**config.mk**
```make
export PLATFORM = sky130hd
export DESIGN_NAME = spi_fifo_irq_ctrl
export DESIGN_NICKNAME = d
export VERILOG_FILES = /design/src/rtl/spi_fifo_pkg.sv /design/src/rtl/spi_byte_fifo.sv /design/src/rtl/irq_status_reg.sv /design/src/rtl/spi_fifo_irq_ctrl.sv
export SDC_FILE = /design/constraint.sdc
export NUM_CORES = 1
export LEC_CHECK = 0
export BUFFER_PORTS_ARGS = -buffer_cell sky130_fd_sc_hd__buf_4
export CORE_UTILIZATION = 30
export DETAILED_ROUTE_END_ITERATION = 8
export SLEW_MARGIN = 5
export SYNTH_ARGS = -nofsm -noshare
export SYNTH_HDL_FRONTEND = slang
export SYNTH_SLANG_ARGS = --single-unit
```
**constraint.sdc**
```tcl
create_clock -name clk -period 3.45 [get_ports clk]
set_input_delay 0.8625 -clock clk [delete_from_list [all_inputs] [get_ports clk]]
set_output_delay 0.8625 -clock clk [all_outputs]
set_load 0.1 [all_outputs]
```
**src/rtl/spi_fifo_pkg.sv**
```systemverilog
package spi_fifo_pkg;
  localparam logic [1:0] ADDR_FCTL = 2'd0;
  localparam logic [1:0] ADDR_FSTA = 2'd1;
  localparam logic [1:0] ADDR_IEN  = 2'd2;
  localparam logic [1:0] ADDR_ISTA = 2'd3;

  // cause index i lives at register bit 4*i
  localparam int CAUSE_RX_RDY = 0;
  localparam int CAUSE_TX_REQ = 1;
  localparam int CAUSE_RX_OVF = 2;
  localparam int CAUSE_DONE   = 3;
  localparam int NUM_CAUSE    = 4;

  function automatic logic [NUM_CAUSE-1:0] cause_pick(input logic [31:0] w);
    logic [NUM_CAUSE-1:0] v;
    for (int i = 0; i < NUM_CAUSE; i++) v[i] = w[4*i];
    return v;
  endfunction

  function automatic logic [31:0] cause_spread(input logic [NUM_CAUSE-1:0] v);
    logic [31:0] w;
    w = '0;
    for (int i = 0; i < NUM_CAUSE; i++) w[4*i] = v[i];
    return w;
  endfunction
endpackage

```
**src/rtl/spi_byte_fifo.sv**
```systemverilog
module spi_byte_fifo #(
  parameter int DEPTH = 64,
  parameter int CNT_W = $clog2(DEPTH + 1)
) (
  input  logic             clk,
  input  logic             rst,
  input  logic             flush,
  input  logic             push,
  input  logic [7:0]       din,
  input  logic             pop,
  output logic [7:0]       dout,
  output logic [CNT_W-1:0] cnt
);
  localparam int AW = (DEPTH > 1) ? $clog2(DEPTH) : 1;

  logic [7:0]    mem [DEPTH];
  logic [AW-1:0] wp, rp;
  logic          push_ok, pop_ok;

  assign push_ok = push && (cnt != CNT_W'(DEPTH));
  assign pop_ok  = pop && (cnt != '0);

  always_ff @(posedge clk) begin
    if (push_ok) mem[wp] <= din;
  end

  always_ff @(posedge clk) begin
    if (pop_ok) dout <= mem[rp];
  end

  always_ff @(posedge clk) begin
    if (rst || flush) begin
      wp  <= '0;
      rp  <= '0;
      cnt <= '0;
    end else begin
      if (push_ok) wp <= (wp == AW'(DEPTH - 1)) ? '0 : wp + 1'b1;
      if (pop_ok)  rp <= (rp == AW'(DEPTH - 1)) ? '0 : rp + 1'b1;
      cnt <= cnt + CNT_W'(push_ok) - CNT_W'(pop_ok);
    end
  end

  a_r3_cnt_limit: assert property (@(posedge clk) disable iff (rst)
    cnt <= CNT_W'(DEPTH));

  a_r7_full_holds: assert property (@(posedge clk) disable iff (rst)
    (push && !pop && !flush && cnt == CNT_W'(DEPTH)) |=> cnt == $past(cnt));

  a_r12_flush_empties: assert property (@(posedge clk) disable iff (rst)
    flush |=> cnt == '0);
endmodule

```
**src/rtl/irq_status_reg.sv**
```systemverilog
module irq_status_reg #(
  parameter int           N          = 4,
  parameter logic [N-1:0] LEVEL_MASK = 4'b0011
) (
  input  logic         clk,
  input  logic         rst,
  input  logic [N-1:0] set_vec,
  input  logic         clr_we,
  input  logic [N-1:0] clr_vec,
  input  logic         en_we,
  input  logic [N-1:0] en_vec,
  output logic [N-1:0] sts,
  output logic [N-1:0] en,
  output logic         irq
);
  logic [N-1:0] clr_eff;
  assign clr_eff = clr_we ? clr_vec : '0;

  always_ff @(posedge clk) begin
    if (rst) begin
      sts <= '0;
      en  <= '0;
      irq <= 1'b0;
    end else begin
      // level causes lose against a clear, events always land
      sts <= (sts & ~clr_eff) | (set_vec & LEVEL_MASK & ~clr_eff) | (set_vec & ~LEVEL_MASK);
      if (en_we) en <= en_vec;
      irq <= |(sts & en);
    end
  end

  a_r8_level_clear_wins: assert property (@(posedge clk) disable iff (rst)
    (clr_we && clr_vec[0] && LEVEL_MASK[0]) |=> !sts[0]);

  a_r9_event_sticks: assert property (@(posedge clk) disable iff (rst)
    set_vec[N-1] |=> sts[N-1]);

  a_r10_irq_masked: assert property (@(posedge clk) disable iff (rst)
    (en == '0) |=> !irq);
endmodule

```
**src/rtl/spi_fifo_irq_ctrl.sv**
```systemverilog
module spi_fifo_irq_ctrl
  import spi_fifo_pkg::*;
#(
  parameter int DEPTH = 64
) (
  input  logic        clk,
  input  logic        rst,
  input  logic [1:0]  reg_addr,
  input  logic        reg_we,
  input  logic [31:0] reg_wdata,
  output logic [31:0] reg_rdata,
  input  logic        bus_tx_push,
  input  logic [7:0]  bus_tx_data,
  input  logic        bus_rx_pop,
  output logic [7:0]  bus_rx_data,
  input  logic        eng_tx_pop,
  output logic [7:0]  eng_tx_data,
  input  logic        eng_rx_push,
  input  logic [7:0]  eng_rx_data,
  input  logic        eng_done,
  output logic        irq,
  output logic        rx_drq,
  output logic        tx_drq
);
  localparam int CNT_W = $clog2(DEPTH + 1);

  logic [7:0]           rx_trig, tx_trig;
  logic                 rx_drq_en, tx_drq_en;
  logic [CNT_W-1:0]     rx_cnt, tx_cnt;
  logic [7:0]           rx_cnt8, tx_cnt8;
  logic                 fctl_we, rx_flush, tx_flush;
  logic                 rx_rdy_c, tx_req_c, rx_ovf;
  logic [NUM_CAUSE-1:0] set_vec, sts, en;
  logic                 unused_wbits;

  assign unused_wbits = ^{reg_wdata[30:25], reg_wdata[14:13], reg_wdata[11:9]};

  assign fctl_we  = reg_we && (reg_addr == ADDR_FCTL);
  assign rx_flush = fctl_we && reg_wdata[15];
  assign tx_flush = fctl_we && reg_wdata[31];

  always_ff @(posedge clk) begin
    if (rst) begin
      rx_trig   <= '0;
      tx_trig   <= '0;
      rx_drq_en <= 1'b0;
      tx_drq_en <= 1'b0;
    end else if (fctl_we) begin
      rx_trig   <= reg_wdata[7:0];
      rx_drq_en <= reg_wdata[8];
      tx_trig   <= reg_wdata[23:16];
      tx_drq_en <= reg_wdata[24];
    end
  end

  spi_byte_fifo #(.DEPTH(DEPTH), .CNT_W(CNT_W)) u_tx_fifo (
    .clk(clk), .rst(rst), .flush(tx_flush),
    .push(bus_tx_push), .din(bus_tx_data),
    .pop(eng_tx_pop), .dout(eng_tx_data), .cnt(tx_cnt)
  );

  spi_byte_fifo #(.DEPTH(DEPTH), .CNT_W(CNT_W)) u_rx_fifo (
    .clk(clk), .rst(rst), .flush(rx_flush),
    .push(eng_rx_push), .din(eng_rx_data),
    .pop(bus_rx_pop), .dout(bus_rx_data), .cnt(rx_cnt)
  );

  assign rx_cnt8  = 8'(rx_cnt);
  assign tx_cnt8  = 8'(tx_cnt);
  assign rx_rdy_c = (rx_cnt8 != 8'd0) && (rx_cnt8 >= rx_trig);
  assign tx_req_c = tx_cnt8 <= tx_trig;
  assign rx_ovf   = eng_rx_push && (rx_cnt == CNT_W'(DEPTH));

  always_comb begin
    set_vec               = '0;
    set_vec[CAUSE_RX_RDY] = rx_rdy_c;
    set_vec[CAUSE_TX_REQ] = tx_req_c;
    set_vec[CAUSE_RX_OVF] = rx_ovf;
    set_vec[CAUSE_DONE]   = eng_done;
  end

  irq_status_reg #(.N(NUM_CAUSE), .LEVEL_MASK(4'b0011)) u_status (
    .clk(clk), .rst(rst), .set_vec(set_vec),
    .clr_we(reg_we && (reg_addr == ADDR_ISTA)), .clr_vec(cause_pick(reg_wdata)),
    .en_we(reg_we && (reg_addr == ADDR_IEN)), .en_vec(cause_pick(reg_wdata)),
    .sts(sts), .en(en), .irq(irq)
  );

  always_ff @(posedge clk) begin
    if (rst) begin
      rx_drq    <= 1'b0;
      tx_drq    <= 1'b0;
      reg_rdata <= '0;
    end else begin
      rx_drq <= rx_drq_en && rx_rdy_c;
      tx_drq <= tx_drq_en && tx_req_c;
      case (reg_addr)
        ADDR_FCTL: reg_rdata <= {7'd0, tx_drq_en, tx_trig, 7'd0, rx_drq_en, rx_trig};
        ADDR_FSTA: reg_rdata <= {8'd0, tx_cnt8, 8'd0, rx_cnt8};
        ADDR_IEN:  reg_rdata <= cause_spread(en);
        default:   reg_rdata <= cause_spread(sts);
      endcase
    end
  end

  a_r11_rx_drq_gated: assert property (@(posedge clk) disable iff (rst)
    !rx_drq_en |=> !rx_drq);

  a_r11_tx_drq_gated: assert property (@(posedge clk) disable iff (rst)
    !tx_drq_en |=> !tx_drq);
endmodule

```
==> impl_results.md, run 1 <==
- Status: complete, no violations
- Layout cells sized above 1: 25.38%
- Dominant synthesized flop cell: edfxtp_1
- Num CTS Buffers: 105
- Pre-CTS setup slack: 191.8 ps
- Pins Over Slew Limit: 0
- Worst setup EP type: flop
- Seq. cell area: 0.03297 mm2
- Crit path max fanout: 4
- Worst R2R End: u_rx_fifo.cnt[6]$_SDFF_PP0_
- Layout Skew: 39.79 ps
- Arr. time, crit path: 3710 ps
- Final setup violation count: 0
- Vias per inst: 4.809
- Slowest CP cell: fa_1
- Die width: 386.0 um
- Hold WC Path Type: input port to flop
- Netlist Area Pre-Place: 0.04423 mm2
- Remaining antenna violation count: 0
- Gpl congestion: 0.7955
- # rows: 140
- Clock sink count: 1,126
- Core Area: 0.1459 mm2
- Max Cap Viol: 0
- Number of global-route vias before repair: 22,130
- Fillers: 13,510
- WL final: 96,020 um
- CTS max path bufs: 3
- Worst-path clk slew: 60 ps
- IO Count: 109
- Number of flops mapped to enable cells by yosys: 1,040
- Global-route wire length before repair: 142,700 um
- F_max: 319.7 MHz
- Startpoint types: flop
- Final WS setup: 321.7 ps
- Port bufs: 84
- Reg2Reg Depth: 16
- Synth-to-layout area growth: 16.90%
- VDD IR-drop max: 0.4246 mV
- FF-to-FF Start: u_rx_fifo.cnt[2]$_SDFF_PP0_
- Worst Max-Slew Pin Slew: 840.0 ps
- Post-synthesis register bit count: 1,126
- DRT Pass-1 Iters: 5
- Most common library cell in the layout ignoring fill and taps: edfxtp_1
- Largest net degree at the start of global routing: 65
- Die Y: 386.0 um
- Ys Warns: 0
- Worst Path Required: 4030 ps
- Placed inst area: 0.04826 mm2
- Seq/Total Area, Yosys: 74.49%
- Crit path cell chain: inv_1 > ha_1 > nor4bb_2 > nor2b_4 > nor2b_2 > ha_1 > inv_1 > ha_1 > inv_1 > fa_1 > nand2b_1 > a21oi_1 > o21ai_0 > a21oi_1 > or3_1 > a21oi_1
- Skew-Pair Late Insertion Delay: 720 ps
- GRT Resource Usage Total: 12.78%
- Wirelength per Cell: 20.89 um
- Post-CTS Hold Buffers: 0
- Most frequent cells in the layout: edfxtp_1 (1,040), buf_4 (290), mux4_2 (208)
- Synth top area share: 70.60%
- Final Hold Fails: 0
- Distinct cells, synth: 57
- Die area: 0.1490 mm2
- Avg Cell Area, Syn: 19.14 um2
- Hold slack: 364.1 ps
- Async SR Flop Fraction: 0%
- Final period util: 90.67%
- Reg2Reg Setup Slack: 320 ps
- Multi-input logic area: 0.01044 mm2
- Hold depth: 2
- Hold Startpoint: reg_wdata[4]
- Post-DP HPWL: 59,240 um
- Yosys top cell by area: edfxtp_1
- H-tree Lvls: 3
- Initial drt markers: 1,696
- Tmin final: 3128 ps
- CTS tree: done
- Root Buffer: clkbuf_16
- Cell area after layout: 0.05171 mm2
- Hold path endpoint: u_status.sts[1]$_SDFF_PP0_
- Post-Route Setup TNS: 0 ps
- DR DRC count: 0
- Gr ovfl total: 0
- Pleak: 16.47 nW
- Power per cell area: 621.7 mW/mm2
- Largest stage delay, worst path: 410 ps
- Setup Crit Path Kind: flop to flop
- Initial core utilization: 30.32%
- Layout Utilization: 35.44%
- Relative slew margins: 43.92%
- Final nets: 2,687
- DR vias: 22,110
- Synth Instances: 2,311
- Antenna violations before repair: 3
- Top area cells in the synthesized netlist: edfxtp_1 (71%), mux4_2 (11%), dfxtp_1 (3.9%)
[synth_stat cells (all sizes together), types with 2 or more instances]
cell and number:
edfxtp 1040, mux4 232, nor2 194, buf 93, dfxtp 86, nand2 76
mux2i 71, a21oi 57, clkbuf 44, a22oi 43, ha 36, inv 35
a22o 30, a211oi 29, o22ai 24, nor2b 23, a221oi 22, o221ai 20
nand3 16, xor2 16, and2 13, o21ai 13, nand2b 10, xnor2 10
or3 9, a21o 8, a211o 7, nand4 7, nand3b 6, nor3 5
a221o 4, or2 4, a21boi 3, mux2 3, o21bai 3, and3 2
fa 2, nor3b 2, o21a 2, or3b 2
[critical path, delay by kind of cell (launching register included)]
kind	cells	cell delay (ps)
buffers and inverters	3	200
AO/OA/AOI/OAI	4	560
adder cells (fa/ha/maj)	4	970
AND/OR/NAND/NOR	5	910
flip-flops	1	350
[flip-flops by register name, indices dropped and copies added (netlist names), 4 cells and up]
signal          flops
u_rx_fifo.mem     512
u_tx_fifo.mem     512
reg_rdata          19
rx_trig             8
tx_trig             8
u_rx_fifo.dout      8
u_tx_fifo.dout      8
u_rx_fifo.cnt       7
u_tx_fifo.cnt       7
u_rx_fifo.rp        6
u_rx_fifo.wp        6
u_tx_fifo.rp        6
u_tx_fifo.wp        6
u_status.en         4
u_status.sts        4
[worst max-delay path by stage]
stage,from,cells past startpoint,endpoint
2_1_floorplan,u_rx_fifo.cnt[2]$_SDFF_PP0_,17,u_rx_fifo.cnt[6]$_SDFF_PP0_
3_3_place_gp,u_rx_fifo.cnt[3]$_SDFF_PP0_,16,u_rx_fifo.cnt[6]$_SDFF_PP0_
3_5_place_dp,u_rx_fifo.cnt[2]$_SDFF_PP0_,16,u_rx_fifo.cnt[6]$_SDFF_PP0_
4_1_cts,u_rx_fifo.cnt[2]$_SDFF_PP0_,16,u_rx_fifo.cnt[6]$_SDFF_PP0_
5_1_grt,u_rx_fifo.cnt[2]$_SDFF_PP0_,16,u_rx_fifo.cnt[6]$_SDFF_PP0_
6_report,u_rx_fifo.cnt[2]$_SDFF_PP0_,16,u_rx_fifo.cnt[6]$_SDFF_PP0_
[stage by stage]
| step | power (mW) | cells |
|---|---|---|
| after floorplan | 19.52 | 2323 |
| after global placement | 20.99 | 4401 |
| after detailed placement | 21.01 | 4401 |
| after CTS | 32.53 | 4596 |
| after global routing | 33.38 | 4597 |
| final | 32.15 | 4597 |
[cells by family (layout without fill, tap and decap cells)]
logic type      after synthesis  after routing  share of synthesized area, %
compound gates              268            268                         4.370
simple gates                374            374                         3.759
flops                      1126           1126                         74.49
xor+xnor                     26             26                        0.5148
fa+ha+maj                    38             38                         1.109
buf+inv                     172            528                         2.048
other cells                   1             14                      0.008477
mux                         306            306                         13.70
[layout make-up]
| cell class | count | share of cell area (%) |
|---|---|---|
| Multi-Input combinational cell | 1025 | 20.19 |
| Timing Repair Buffer | 298 | 4.520 |
| Tap cell | 1917 | 4.638 |
| Clock inverter | 60 | 1.273 |
| Clock buffer | 135 | 5.364 |
| Antenna cell | 1 | 0.004839 |
| Inverter | 35 | 0.2541 |
| Sequential cell | 1126 | 63.76 |
[layer usage]
layer / part of all wire, % / wire, um / global-route usage (%)
met1: 45 / 42890 / 18.10
met2: 48 / 45720 / 20.15
met3: 5.6 / 5371 / 1.832
met4: 2.1 / 2032 / 4.187
met5: 0 / 0 / 0
[power breakdown]
group	switching [mW]	leakage [nW]	internal (mW)
registers	0.293	10.1	15.2
clock network	5.07	1.67	6.43
logic	2.93	4.73	2.24
[what timing repair did]
| action | 4_1_cts | 5_1_grt |
|---|---|---|
| endpoints found under the setup margin | 0 | 1 |
| buffers inserted | 0 | 0 |
| resized for setup | 0 | 3 |
| endpoints found under the hold margin | 0 | 0 |
No activity file was read; power rests on OpenSTA's default activity.
==> inputs of run 2 (changes only) <==
--- a/config.mk
+++ b/config.mk
@@ -6,6 +6,7 @@
 export NUM_CORES = 1
 export LEC_CHECK = 0
 export BUFFER_PORTS_ARGS = -buffer_cell sky130_fd_sc_hd__buf_4
+export CORE_MARGIN = 2
 export CORE_UTILIZATION = 30
 export DETAILED_ROUTE_END_ITERATION = 8
 export SLEW_MARGIN = 5
==> impl_results.md, run 2 (same netlist as run 1, synthesis figures left out) <==
- VDD IR-drop max: 0.3683 mV (was 0.4246 mV)
- Max Cap Viol: 0 (unchanged)
- Port bufs: 84 (unchanged)
- F_max: 320.6 MHz (was 319.7 MHz)
- Pins Over Slew Limit: 0 (unchanged)
- Slowest CP cell: fa_1 (unchanged)
- Power per cell area: 622.2 mW/mm2 (was 621.7 mW/mm2)
- DR vias: 22,220 (was 22,110)
- Gr ovfl total: 0 (unchanged)
- Most common library cell in the layout ignoring fill and taps: edfxtp_1 (unchanged)
- Critical path buffer and inverter count: 3 (unchanged)
- Die Y: 388.0 um (was 386.0 um)
- H-tree Lvls: 3 (unchanged)
- Startpoint types: flop (unchanged)
- Post-CTS Hold Buffers: 0 (unchanged)
- Largest regs: u_rx_fifo.mem x512, u_tx_fifo.mem x512, reg_rdata x19 (unchanged)
- Worst-path clk slew: 60 ps (about the same)
- Pre-CTS setup slack: 199.5 ps (was 191.8 ps)
- Cts repair resizes: 0 (unchanged)
- CTS max path bufs: 3 (unchanged)
- Final Hold Fails: 0 (unchanged)
- Gpl congestion: 0.7940 (was 0.7955)
- CTS tree: done (unchanged)
- Wirelength per Cell: 21.34 um (was 20.89 um)
- GRT Resource Usage Total: 12.88% (was 12.78%)
- Reg2Reg Depth: 16 (unchanged)
- Number of global-route vias before repair: 22,580 (was 22,130)
- Hold depth: 3 (was 2)
- Largest net degree at the start of global routing: 70 (was 65)
- Root Buffer: clkbuf_16 (unchanged)
- Synth-to-layout area growth: 16.70% (was 16.90%)
- Layout Skew: 27.86 ps (was 39.79 ps)
- Crit path max fanout: 4 (unchanged)
- IO Count: 109 (unchanged)
- DR DRC count: 0 (unchanged)
- # rows: 140 (unchanged)
- Die width: 388.0 um (was 386.0 um)
- Final setup violation count: 0 (unchanged)
- DRT Pass-1 Iters: 7 (was 5)
- Skew-Pair Late Insertion Delay: 710 ps (was 720 ps)
- Worst Max-Slew Pin Slew: 787.6 ps (was 840.0 ps)
- Final WS setup: 331.2 ps (was 321.7 ps)
- Num CTS Buffers: 105 (unchanged)
- Initial core utilization: 30.28% (was 30.32%)
- Largest stage delay, worst path: 430 ps (was 410 ps)
- Final period util: 90.40% (was 90.67%)
- Layout cells sized above 1: 25.11% (was 25.38%)
- Post-DP HPWL: 60,170 um (was 59,240 um)
- Vias per inst: 4.836 (was 4.809)
- Pleak: 16.42 nW (was 16.47 nW)
- Final nets: 2,684 (was 2,687)
- WP depth: 16 (unchanged)
- Setup bufs post-CTS: 0 (unchanged)
- RSZ-0062 raised after global routing: false
- Hold WC Path Type: input port to flop (unchanged)
- Initial drt markers: 1,712 (was 1,696)
- Arr. time, crit path: 3680 ps (was 3710 ps)
- Global-route wire length before repair: 147,000 um (was 142,700 um)
- WL final: 98,040 um (was 96,020 um)
- Die area: 0.1505 mm2 (was 0.1490 mm2)
- Status: complete, no violations (unchanged)
- Setup Crit Path Kind: flop to flop (unchanged)
- Most frequent cells in the layout: edfxtp_1 (1,040), buf_4 (286), mux4_2 (208) (was edfxtp_1 (1,040), buf_4 (290), mux4_2 (208))
- Worst setup EP type: flop (unchanged)
- Tmin final: 3119 ps (was 3128 ps)
- Post-Route Setup TNS: 0 ps (unchanged)
- Crit path cell chain: inv_1 > ha_1 > nor4bb_4 > nor2b_4 > nor2b_2 > ha_1 > inv_1 > ha_1 > inv_1 > fa_1 > nand2b_1 > a21oi_1 > o21ai_0 > a21oi_1 > or3_1 > a21oi_1 (was inv_1 > ha_1 > nor4bb_2 > nor2b_4 > nor2b_2 > ha_1 > inv_1 > ha_1 > inv_1 > fa_1 > nand2b_1 > a21oi_1 > o21ai_0 > a21oi_1 > or3_1 > a21oi_1)
- Relative slew margins: 47.42% (was 43.92%)
- Antenna violations before repair: 0 (was 3)
- Clock sink count: 1,126 (unchanged)
- Remaining antenna violation count: 0 (unchanged)
- Core Area: 0.1461 mm2 (was 0.1459 mm2)
- Worst Path Required: 4020 ps (was 4030 ps)
- Delay-heaviest family, CP: adder cells (unchanged)
==> run 2: cell count changes in the layout (fill, tap and decap cells not counted), sizes merged <==
cell    previous run  this run
inv               41        43
buf              298       295
clkinv            41        31
bufinv             9         8
clkbuf           135       144
==> run 2: layout make-up <==
type	count	area [um2]
Fill cell	13610	94470
Multi-Input combinational cell	1025	10450
Timing Repair Buffer	295	2327
Clock buffer	144	2825
Sequential cell	1126	32970
Antenna cell	1	2.502
Inverter	35	131.4
Clock inverter	51	518.0
Tap cell	1917	2399
==> run 2: metrics by stage <==
stage / power, mW / cells / cell area [um2] / util [%] / hold slack (ps)
3_3_place_gp: 21.08 / 4398 / 48250 / 33.03 / 449.1
2_1_floorplan: 19.52 / 2323 / 44280 / - / 433.8
3_5_place_dp: 21.13 / 4398 / 48250 / 33.03 / 458.7
5_1_grt: 33.35 / 4593 / 51620 / 35.33 / 373.6
6_report: 32.12 / 4594 / 51620 / 35.34 / 388.5
4_1_cts: 32.48 / 4593 / 51600 / 35.32 / 321.1
==> run 2: power breakdown <==
part | internal [mW] | switching [mW]
sequential | 15.2 | 0.320
clock | 6.36 | 4.97
combinational | 2.27 | 3.00
total | 23.8 | 8.29
==> run 2: worst min-delay path: stages <==
cell,delay [ps]
buf_4,80
a21oi_1,30
nor2_1,70
==> run 2: path summary, 6_finish.rpt <==
check / slack (ps) / start / end
max: 330 / u_rx_fifo.cnt[3]$_SDFF_PP0_ / u_rx_fifo.cnt[6]$_SDFF_PP0_
min: 390 / eng_done / u_status.sts[3]$_SDFF_PP0_
max reg2reg: 330 / u_rx_fifo.cnt[3]$_SDFF_PP0_ / u_rx_fifo.cnt[6]$_SDFF_PP0_
min reg2reg: 470 / tx_trig[4]$_SDFFE_PP0P_ / tx_trig[4]$_SDFFE_PP0P_
==> run 2: routing by layer <==
metal	GRT usage, %	wire (um)
met5	0	0
met1	18.25	43690
met3	1.718	5385
met2	20.45	46830
met4	4.280	2140
==> inputs of run 3 (changes only) <==
--- a/config.mk
+++ b/config.mk
@@ -6,6 +6,7 @@
 export NUM_CORES = 1
 export LEC_CHECK = 0
 export BUFFER_PORTS_ARGS = -buffer_cell sky130_fd_sc_hd__buf_4
+export CORE_ASPECT_RATIO = 0.75
 export CORE_MARGIN = 2
 export CORE_UTILIZATION = 30
 export DETAILED_ROUTE_END_ITERATION = 8
==> impl_results.md, run 3 (same netlist as run 1, synthesis figures left out) <==
- Gpl congestion: 0.8264 (was 0.7940)
- Final nets: 2,690 (was 2,684)
- Most common library cell in the layout ignoring fill and taps: edfxtp_1 (unchanged)
- DR vias: 22,410 (was 22,220)
- Max Cap Viol: 0 (unchanged)
- Setup Crit Path Kind: flop to flop (unchanged)
- Vias per inst: 4.806 (was 4.836)
- Final Non-Filler Cells: 4,663 (was 4,594)
- Initial drt markers: 2,245 (was 1,712)
- Crit path cell chain: inv_1 > ha_1 > nor4bb_1 > nor2b_2 > nor2b_2 > ha_1 > inv_1 > ha_1 > inv_1 > fa_1 > nand2b_1 > a21oi_1 > o21ai_0 > a21oi_1 > or3_1 > a21oi_1 (was inv_1 > ha_1 > nor4bb_4 > nor2b_4 > nor2b_2 > ha_1 > inv_1 > ha_1 > inv_1 > fa_1 > nand2b_1 > a21oi_1 > o21ai_0 > a21oi_1 > or3_1 > a21oi_1)
- DRT Pass-1 Iters: 5 (was 7)
- Final WS setup: 289.5 ps (was 331.2 ps)
- CTS max path bufs: 3 (unchanged)
- H-tree Lvls: 3 (unchanged)
- Fillers: 13,490 (was 13,610)
- VDD IR-drop max: 0.4803 mV (was 0.3683 mV)
- Placed inst area: 0.04830 mm2 (was 0.04825 mm2)
- Crit path max fanout: 4 (unchanged)
- Wirelength per Cell: 21.20 um (was 21.34 um)
- Most used routing layer in global routing: met1 (was met2)
- Worst setup EP type: flop (unchanged)
- Pins Over Slew Limit: 0 (unchanged)
- WL final: 98,840 um (was 98,040 um)
- CTS tree: done (unchanged)
- Die Y: 336.5 um (was 388.0 um)
- IO Count: 109 (unchanged)
- Worst Path Required: 3990 ps (was 4020 ps)
- Relative slew margins: 45.12% (was 47.42%)
- Worst Max-Slew Pin Slew: 822.1 ps (was 787.6 ps)
- Die width: 447.4 um (was 388.0 um)
- Layout cells sized above 1: 25.61% (was 25.11%)
- Remaining antenna violation count: 0 (unchanged)
- Largest stage delay, worst path: 410 ps (was 430 ps)
- Setup bufs post-CTS: 0 (unchanged)
- Core Area: 0.1458 mm2 (was 0.1461 mm2)
- GRT Resource Usage Total: 12.95% (was 12.88%)
- Largest net degree at the start of global routing: 65 (was 70)
- # rows: 121 (was 140)
- Synth-to-layout area growth: 17.83% (was 16.70%)
- Initial core utilization: 30.34% (was 30.28%)
- Routing usage on met2: 18.30% (was 20.45%)
- Root Buffer: clkbuf_16 (unchanged)
- Layout Skew: 31.57 ps (was 27.86 ps)
- Most frequent cells in the layout: edfxtp_1 (1,040), buf_4 (278), mux4_2 (208) (was edfxtp_1 (1,040), buf_4 (286), mux4_2 (208))
- Antenna violations before repair: 1 (was 0)
- Skew-Pair Late Insertion Delay: 710 ps (about the same)
- Gr ovfl total: 0 (unchanged)
- Final Hold Fails: 0 (unchanged)
- Power per cell area: 638.4 mW/mm2 (was 622.2 mW/mm2)
- Largest regs: u_rx_fifo.mem x512, u_tx_fifo.mem x512, reg_rdata x19 (unchanged)
- Port bufs: 84 (unchanged)
- Global-route wire length before repair: 146,500 um (was 147,000 um)
- Slowest CP cell: fa_1 (unchanged)
- Worst-path clk slew: 60 ps (about the same)
- Startpoint types: flop (unchanged)
- Num CTS Buffers: 117 (was 105)
- Tmin final: 3160 ps (was 3119 ps)
- Grt met3 use: 2.309% (was 1.718%)
- Post-DP HPWL: 60,760 um (was 60,170 um)
- Pre-CTS setup slack: 294.5 ps (was 199.5 ps)
- Arr. time, crit path: 3700 ps (was 3680 ps)
- Final setup violation count: 0 (unchanged)
- Hold WC Path Type: input port to flop (unchanged)
- F_max: 316.4 MHz (was 320.6 MHz)
- DR DRC count: 0 (unchanged)
- GRT met1 Usage: 20.33% (was 18.25%)
- Die area: 0.1506 mm2 (was 0.1505 mm2)
- Number of global-route vias before repair: 22,330 (was 22,580)
- Pleak: 16.64 nW (was 16.42 nW)
- # placed instances: 4,443 (was 4,398)
- Clock sink count: 1,126 (unchanged)
- Status: complete, no violations (unchanged)
- Final period util: 91.61% (was 90.40%)
- Cell area after layout: 0.05212 mm2 (was 0.05162 mm2)
run 3: cell count changes in the layout (fill, tap and decap cells not counted), sizes merged:
cell	delta
buf	-6
clkbuf	-4
bufinv	+5
clkinvlp	-1
clkinv	+24
run 3: path summary, 6_finish.rpt:
path                                                   from                     endpoint  slack, ps  depth (start not counted)
worst min register to register       tx_drq_en$_SDFFE_PP0P_       tx_drq_en$_SDFFE_PP0P_        470                          2
worst max register to register  u_rx_fifo.cnt[2]$_SDFF_PP0_  u_rx_fifo.cnt[6]$_SDFF_PP0_        290                         16
worst min-delay path                               eng_done   u_status.sts[3]$_SDFF_PP0_        380                          3
worst max-delay path            u_rx_fifo.cnt[2]$_SDFF_PP0_  u_rx_fifo.cnt[6]$_SDFF_PP0_        290                         16
run 3: repair_timing:
item,in CTS,in global routing
gates resized for setup,0,1
hold buffers,0,0
setup endpoints to repair,0,1
run 3: where the power goes:
group          total (mW)  switching [mW]  internal (mW)
clock network        12.5            5.24           7.25
logic                5.24            3.00           2.24
registers            15.5           0.338           15.2
total                33.3            8.57           24.7
run 3: metrics by stage:
step	hold slack [ps]	util (%)	TNS [ps]	total power [mW]
global placement	448.5	33.13	0	21.07
floorplan	433.8	-	0	19.52
detailed placement	460.6	33.13	0	21.11
global route	355.6	35.75	-2.563	34.53
CTS	334.6	35.75	0	33.60
finish	382.0	35.75	0	33.28
run 3: per-layer routing:
| metal | wire, um | share of wire (%) |
|---|---|---|
| met5 | 0 | 0 |
| met4 | 2056 | 2.1 |
| met3 | 6419 | 6.5 |
| met2 | 41830 | 42 |
| met1 | 48530 | 49 |
run 3: layout make-up:
cell class              count  area, um2  area share [%]
flip-flops and latches   1126      32970           63.26
repair buffers            289       2307           4.427
multi-input cells        1025      10430           20.01
well taps                1968       2462           4.724
clock inverters            79      779.5           1.496
diodes                      1      2.502        0.004801
inverters                  35      131.4          0.2521
clock buffers             140       3035           5.824
run 3: worst max-delay path: cells and delay by family, from the launching register on:
family / cells / cell delay, ps
AOI/OAI and AO/OA: 4 / 580
adders and majority gates: 4 / 960
buffers and inverters: 3 / 210
DFF: 1 / 350
and+or+nand+nor: 5 / 920
